[config.mk]
export PLATFORM = sky130hd
export DESIGN_NAME = awt_top
export DESIGN_NICKNAME = d
export VERILOG_FILES = /design/src/rtl/awt_pkg.sv /design/src/rtl/awt_regs.sv /design/src/rtl/awt_counter.sv /design/src/rtl/awt_pulse.sv /design/src/rtl/awt_top.sv
export SDC_FILE = /design/constraint.sdc
export NUM_CORES = 1
export LEC_CHECK = 0
export ABC_CLOCK_PERIOD_IN_PS = 3400
export CAP_MARGIN = 5
export CORE_ASPECT_RATIO = 0.9
export CORE_MARGIN = 2
export CORE_UTILIZATION = 25
export CTS_CLUSTER_SIZE = 28
export DETAILED_ROUTE_END_ITERATION = 8
export SKIP_LAST_GASP = 1
export SYNTH_ARGS = -nofsm -noshare
export SYNTH_HDL_FRONTEND = slang
export SYNTH_SLANG_ARGS = --single-unit
[constraint.sdc]
create_clock -name clk -period 3.4 [get_ports clk]
set_input_delay 1.02 -clock clk [delete_from_list [all_inputs] [get_ports clk]]
set_output_delay 1.02 -clock clk [all_outputs]
set_load 0.005 [all_outputs]
[src/rtl/awt_pkg.sv]
package awt_pkg;
  localparam int BYTE_W = 8;

  typedef struct packed {
    logic irq_en;     // bit 3
    logic steer_int;  // bit 2: 0 = reset pulse, 1 = interrupt pulse
    logic wdog_mode;  // bit 1: 0 = alarm, 1 = watchdog
    logic enable;     // bit 0
  } ctrl_t;

  typedef enum logic [1:0] {
    PK_NONE = 2'd0,
    PK_RST  = 2'd1,
    PK_INT  = 2'd2
  } pulse_kind_t;
endpackage

[src/rtl/awt_regs.sv]
module awt_regs
  import awt_pkg::*;
#(
  parameter int CNT_W  = 24,
  parameter int ADDR_W = 3
) (
  input  logic                clk,
  input  logic                rst,
  input  logic                wr_en,
  input  logic                rd_en,
  input  logic [ADDR_W-1:0]   addr,
  input  logic [BYTE_W-1:0]   wdata,
  input  logic                inhibit,
  input  logic [CNT_W-1:0]    live,
  input  logic                expire,
  input  logic                pulse_busy,
  input  logic                pulse_done,
  output logic [BYTE_W-1:0]   rdata,
  output ctrl_t               ctrl,
  output logic                flag,
  output logic                load_stb,
  output logic [CNT_W-1:0]    load_val,
  output logic                reload_stb
);
  localparam int NB    = CNT_W / BYTE_W;
  localparam int A_CTL = NB;
  localparam int A_STA = NB + 1;

  logic                        wr_ok, rd_ok, is_cnt;
  logic [NB-2:0][BYTE_W-1:0]   stage;
  logic [NB-1:0][BYTE_W-1:0]   hold;
  logic [BYTE_W-1:0]           hold_sel;

  assign wr_ok  = wr_en & ~inhibit;
  assign rd_ok  = rd_en & ~inhibit;
  assign is_cnt = addr < ADDR_W'(NB);

  // staging bytes below the most significant one
  for (genvar i = 0; i < NB - 1; i++) begin : g_stage
    always_ff @(posedge clk) begin
      if (rst)
        stage[i] <= '0;
      else if (wr_ok && addr == ADDR_W'(i))
        stage[i] <= wdata;
    end
  end

  assign load_stb   = wr_ok && addr == ADDR_W'(NB - 1);
  assign load_val   = {wdata, stage};
  assign reload_stb = ctrl.enable && is_cnt &&
                      ((wr_ok && addr != ADDR_W'(NB - 1)) || rd_ok);

  always_comb begin
    hold_sel = '0;
    for (int i = 0; i < NB; i++)
      if (addr == ADDR_W'(i)) hold_sel = hold[i];
  end

  always_ff @(posedge clk) begin
    if (rst) begin
      hold  <= '0;
      rdata <= '0;
    end else if (rd_ok) begin
      if (addr == '0) begin
        hold  <= live;
        rdata <= live[BYTE_W-1:0];
      end else if (is_cnt)
        rdata <= hold_sel;
      else if (addr == ADDR_W'(A_CTL))
        rdata <= {{(BYTE_W-4){1'b0}}, ctrl};
      else if (addr == ADDR_W'(A_STA))
        rdata <= {{(BYTE_W-1){1'b0}}, flag};
      else
        rdata <= '0;
    end
  end

  always_ff @(posedge clk) begin
    if (rst)
      ctrl <= '0;
    else if (wr_ok && addr == ADDR_W'(A_CTL))
      ctrl <= ctrl_t'(wdata[3:0]);
  end

  always_ff @(posedge clk) begin
    if (rst)
      flag <= 1'b0;
    else if (expire)
      flag <= 1'b1;
    else if (pulse_done)
      flag <= 1'b0;
    else if (wr_ok && addr == ADDR_W'(A_STA) && !wdata[0] && !pulse_busy)
      flag <= 1'b0;
  end
endmodule

[src/rtl/awt_counter.sv]
module awt_counter #(
  parameter int CNT_W = 24
) (
  input  logic             clk,
  input  logic             rst,
  input  logic             enable,
  input  logic             wdog_mode,
  input  logic             tick_slow,
  input  logic             tick_fast,
  input  logic             freeze,
  input  logic             load_stb,
  input  logic [CNT_W-1:0] load_val,
  input  logic             reload_stb,
  output logic [CNT_W-1:0] live,
  output logic             expire
);
  logic [CNT_W-1:0] seed;
  logic             running;
  logic             step;

  assign step = enable && running && !freeze &&
                (wdog_mode ? tick_fast : tick_slow);

  always_ff @(posedge clk) begin
    if (rst) begin
      live    <= '0;
      seed    <= '0;
      running <= 1'b0;
      expire  <= 1'b0;
    end else begin
      expire <= 1'b0;
      if (load_stb) begin
        live    <= load_val;
        seed    <= load_val;
        running <= |load_val;
      end else if (reload_stb) begin
        live    <= seed;
        running <= |seed;
      end else if (step) begin
        if (live == CNT_W'(1)) begin
          expire <= 1'b1;
          if (wdog_mode) begin
            live    <= '0;
            running <= 1'b0;
          end else begin
            live <= seed;
          end
        end else begin
          live <= live - CNT_W'(1);
        end
      end
    end
  end
endmodule

[src/rtl/awt_pulse.sv]
module awt_pulse
  import awt_pkg::*;
#(
  parameter int PULSE_TICKS = 1024
) (
  input  logic clk,
  input  logic rst,
  input  logic tick_fast,
  input  logic expire,
  input  logic steer_int,
  input  logic irq_en,
  output logic busy,
  output logic done,
  output logic rst_n_o,
  output logic int_n_o,
  output logic inhibit_o
);
  localparam int CW = $clog2(PULSE_TICKS + 1);

  pulse_kind_t   kind;
  logic [CW-1:0] cnt;

  assign busy = kind != PK_NONE;
  assign done = busy && tick_fast && cnt == CW'(PULSE_TICKS - 1);

  always_ff @(posedge clk) begin
    if (rst) begin
      kind      <= PK_NONE;
      cnt       <= '0;
      rst_n_o   <= 1'b1;
      int_n_o   <= 1'b1;
      inhibit_o <= 1'b0;
    end else if (!busy) begin
      cnt <= '0;
      if (expire) begin
        if (!steer_int) begin
          kind      <= PK_RST;
          rst_n_o   <= 1'b0;
          inhibit_o <= 1'b1;
        end else if (irq_en) begin
          kind    <= PK_INT;
          int_n_o <= 1'b0;
        end
      end
    end else if (tick_fast) begin
      cnt <= cnt + CW'(1);
      if (done) begin
        kind      <= PK_NONE;
        rst_n_o   <= 1'b1;
        int_n_o   <= 1'b1;
        inhibit_o <= 1'b0;
      end
    end
  end
endmodule

[src/rtl/awt_top.sv]
module awt_top
  import awt_pkg::*;
#(
  parameter int CNT_W       = 24,
  parameter int ADDR_W      = 3,
  parameter int PULSE_TICKS = 1024
) (
  input  logic              clk,
  input  logic              rst,
  input  logic              tick_1hz,
  input  logic              tick_4096hz,
  input  logic              wr_en,
  input  logic              rd_en,
  input  logic [ADDR_W-1:0] addr,
  input  logic [7:0]        wdata,
  output logic [7:0]        rdata,
  output logic              alarm_flag,
  output logic              rst_req_n,
  output logic              int_req_n,
  output logic              access_inhibit
);
  ctrl_t            ctrl;
  logic [CNT_W-1:0] live, load_val;
  logic             load_stb, reload_stb, expire, busy, done;

  awt_regs #(.CNT_W(CNT_W), .ADDR_W(ADDR_W)) u_regs (
    .clk(clk), .rst(rst), .wr_en(wr_en), .rd_en(rd_en), .addr(addr),
    .wdata(wdata), .inhibit(access_inhibit), .live(live), .expire(expire),
    .pulse_busy(busy), .pulse_done(done), .rdata(rdata), .ctrl(ctrl),
    .flag(alarm_flag), .load_stb(load_stb), .load_val(load_val),
    .reload_stb(reload_stb)
  );

  awt_counter #(.CNT_W(CNT_W)) u_cnt (
    .clk(clk), .rst(rst), .enable(ctrl.enable), .wdog_mode(ctrl.wdog_mode),
    .tick_slow(tick_1hz), .tick_fast(tick_4096hz), .freeze(busy),
    .load_stb(load_stb), .load_val(load_val), .reload_stb(reload_stb),
    .live(live), .expire(expire)
  );

  awt_pulse #(.PULSE_TICKS(PULSE_TICKS)) u_pulse (
    .clk(clk), .rst(rst), .tick_fast(tick_4096hz), .expire(expire),
    .steer_int(ctrl.steer_int), .irq_en(ctrl.irq_en), .busy(busy),
    .done(done), .rst_n_o(rst_req_n), .int_n_o(int_req_n),
    .inhibit_o(access_inhibit)
  );
endmodule

==> out/qor.yml <==
status: "finished clean"
max-slew-margin-rel: 0.4664
track_usage: 0.1378
grt_pass1_vias: 4356
postSynthAreaPerCell_um2: 8.078
finalSetupTns_ns: 0
layout.nets: 703
clock_sinks: 111
viasPerCell: 4.965
fin_area_mm2: 0.006262
tightest_slew_ns: 0.7942
path_clk_slew_ns: 0.07
grt_pass1_wl_um: 24240
r2r_slack_ns: 0.81
htree_num_levels: 3
wl_per_cell_um: 15.56
gp_congestion: 0.8505
antenna_left: 0
synth-compound-area-share: 0.2022
start_kind: "input port"
final_common_cell: "nand2_1"
fmax_mhz: 346.2
ctsResizeCount: 0
start_util: 0.2559
antenna_found_initial: 0
setup_viol: 0
core_mm2: 0.02090
synth_top_family_by_area: "simple AND/OR/NAND/NOR gates"
grt_max_degree: 56
yosysWarnings: 0
rsz0062_at_grt: "false"
drtIter0Drc: 442
clk_latency_ns: 0.36
cts-root-buf: "clkbuf_16"
die_area_mm2: 0.02258
area_delta_synth_final_pct: 17.10
multi_input_area_mm2: 0.002883
crit_fanout: 17
p_leak_uw: 0.002131
path_class: "input port to flip-flop"
drcViolationCount: 0
maxSlewViolCount: 0
syn_nets: 682
hold_end: "u_regs.hold[12]"
p_per_area_mw_per_mm2: 454.1
antenna_cells: 0
synth_flop_cell: "dfxtp_1"
final_core_utilization: 0.2997
cts_buffers: 9
hp-start: "u_regs.hold[12]"
cp_slowest_stage_delay_ns: 0.59
worstPathArrival_ns: 3.16
hold_slack_ns: 0.4562
hold_viol_final: 0
ioPinCount: 29
finalPower_uw: 2844
cp_cell_sequence: "clkdlybuf4s50_1 -> nand2b_1 -> a211o_1 -> nand2_1 -> nor2_2 -> a222oi_1 -> a211oi_1"
hold_class: "flip-flop to flip-flop"
hold_buffers: 0
cp_slowest_cell: "nor2_2"
required_ns: 3.67
synth_cell_types: 61
synthAdderAreaFrac: 0.007019
cts_setup_buffers: 0
wl_um: 15140
placed_area_mm2: 0.005959
ys_seq_area_frac: 0.4155
holdPathStages: 2
async_flop_share: 0
r2r_start: "u_cnt.live[4]"
layout_common_cells: "nand2_1 (140), dfxtp_1 (111), a21oi_1 (70)"
dp_hpwl_um: 10910
io_buffers: 28
netlist_instances: 662
synth_edf_count: 0
synth-simple-area-share: 0.2677
muxShareOfSynthArea: 0.03276
post-route-period-util: 0.8495
r2r-end: "u_cnt.live[1]"
skew_ns: 0.01207
cap_violations: 0
drive_gt1_frac: 0.1004
crit_start: "addr[0]"
fp.dieH_um: 142.8
rr_worst_depth: 6
fin_crit_ns: 2.888
synth_xor_area_frac: 0.02948
crit_path_end_kind: "flip-flop"
register_area_mm2: 0.002222
vias: 4831
synth_area_mm2: 0.005348
irDropWorstVdd_mv: 0.2797
grt_overflow: 0
dr.pass1.iters: 5
cts_buffer_depth: 2
synth_seq_cells: 111
row_count: 50
tritoncts: "done"
die_w_um: 158.2
nFillCells: 2309
state kept, by name (all words and copies together) (netlist names):
name	flops
u_cnt.expire	1
u_regs.load_val	16
u_cnt.live	24
u_pulse.inhibit_o	1
u_pulse.kind	2
u_cnt.seed	24
u_regs.flag	1
u_regs.ctrl	4
u_pulse.rst_n_o	1
u_pulse.cnt	11
u_regs.hold	16
u_pulse.int_n_o	1
u_cnt.running	1
u_regs.rdata	8
cell usage after synthesis, drive strengths merged, types with 5 or more instances:
| library cell | n | area, µm² |
|---|---|---|
| nand3 | 26 | 130.1 |
| clkbuf | 24 | 90.09 |
| nand4 | 7 | 43.79 |
| nor3 | 13 | 65.06 |
| a22oi | 7 | 52.55 |
| a221oi | 8 | 70.07 |
| nand2b | 9 | 56.30 |
| a21oi | 78 | 420.4 |
| nand2 | 140 | 525.5 |
| a211oi | 19 | 187.7 |
| nor4 | 20 | 140.1 |
| o21ai | 20 | 100.1 |
| nor2 | 59 | 240.2 |
| xor2 | 13 | 113.9 |
| and3 | 5 | 31.28 |
| or3 | 5 | 31.28 |
| buf | 19 | 133.9 |
| dfxtp | 111 | 2222 |
| xnor2 | 5 | 43.79 |
| mux2i | 13 | 130.1 |
| inv | 5 | 18.77 |
layout make-up:
cell class,instances,area share
clock buffer,10,0.03816
clock inverter,5,0.01019
timing repair buffer,53,0.07632
sequential,111,0.3548
inverter,5,0.002997
multi-input combinational,503,0.4603
tap,286,0.05714
critical path: cells and delay by family:
family,cells,cell delay (ns)
and+or+nand+nor,3,0.87
buffers and inverters,1,0.58
AOI/OAI and AO/OA,3,0.67
power breakdown:
part | internal, µW | leakage (µW) | switching [µW]
registers | 1320 | 0.000897 | 32.1
logic | 152 | 0.00108 | 230
clock network | 598 | 0.000151 | 511
cell families after synthesis:
group,after synthesis
XOR/XNOR,18
buffers and inverters,48
multiplexers,16
flip-flops,111
AO/OA/AOI/OAI,161
AND/OR/NAND/NOR,305
adder cells (fa/ha/maj),3
through the flow:
step | cells | worst slack, ns
detailed placement | 958 | 0.2027
floorplan | 662 | 0.6402
global placement | 958 | 0.2118
global route | 973 | 0.2708
finish | 973 | 0.5116
CTS | 973 | 0.5556
worst max path at each step:
stage                           to  slack [ns]  cells after the start
floorplan           u_cnt.live[14]        0.64                      7
global placement    u_cnt.live[21]        0.21                      7
detailed placement   u_cnt.live[2]        0.20                      7
CTS                  u_cnt.live[2]        0.56                      7
global route        u_cnt.live[17]        0.27                      8
finish               u_cnt.live[2]        0.51                      7
per-layer routing:
metal / global-route usage / vias to the layer above / part of all wire / wire [µm]
met5: 0 / - / 0 / 0
met4: 0.04362 / 0 / 0.019 / 282
met3: 0.02367 / 16 / 0.056 / 847
met2: 0.1922 / 131 / 0.41 / 6236
met1: 0.2119 / 2286 / 0.51 / 7773
li1: - / 2398 / - / -
No activity file was read; power rests on OpenSTA's default activity.
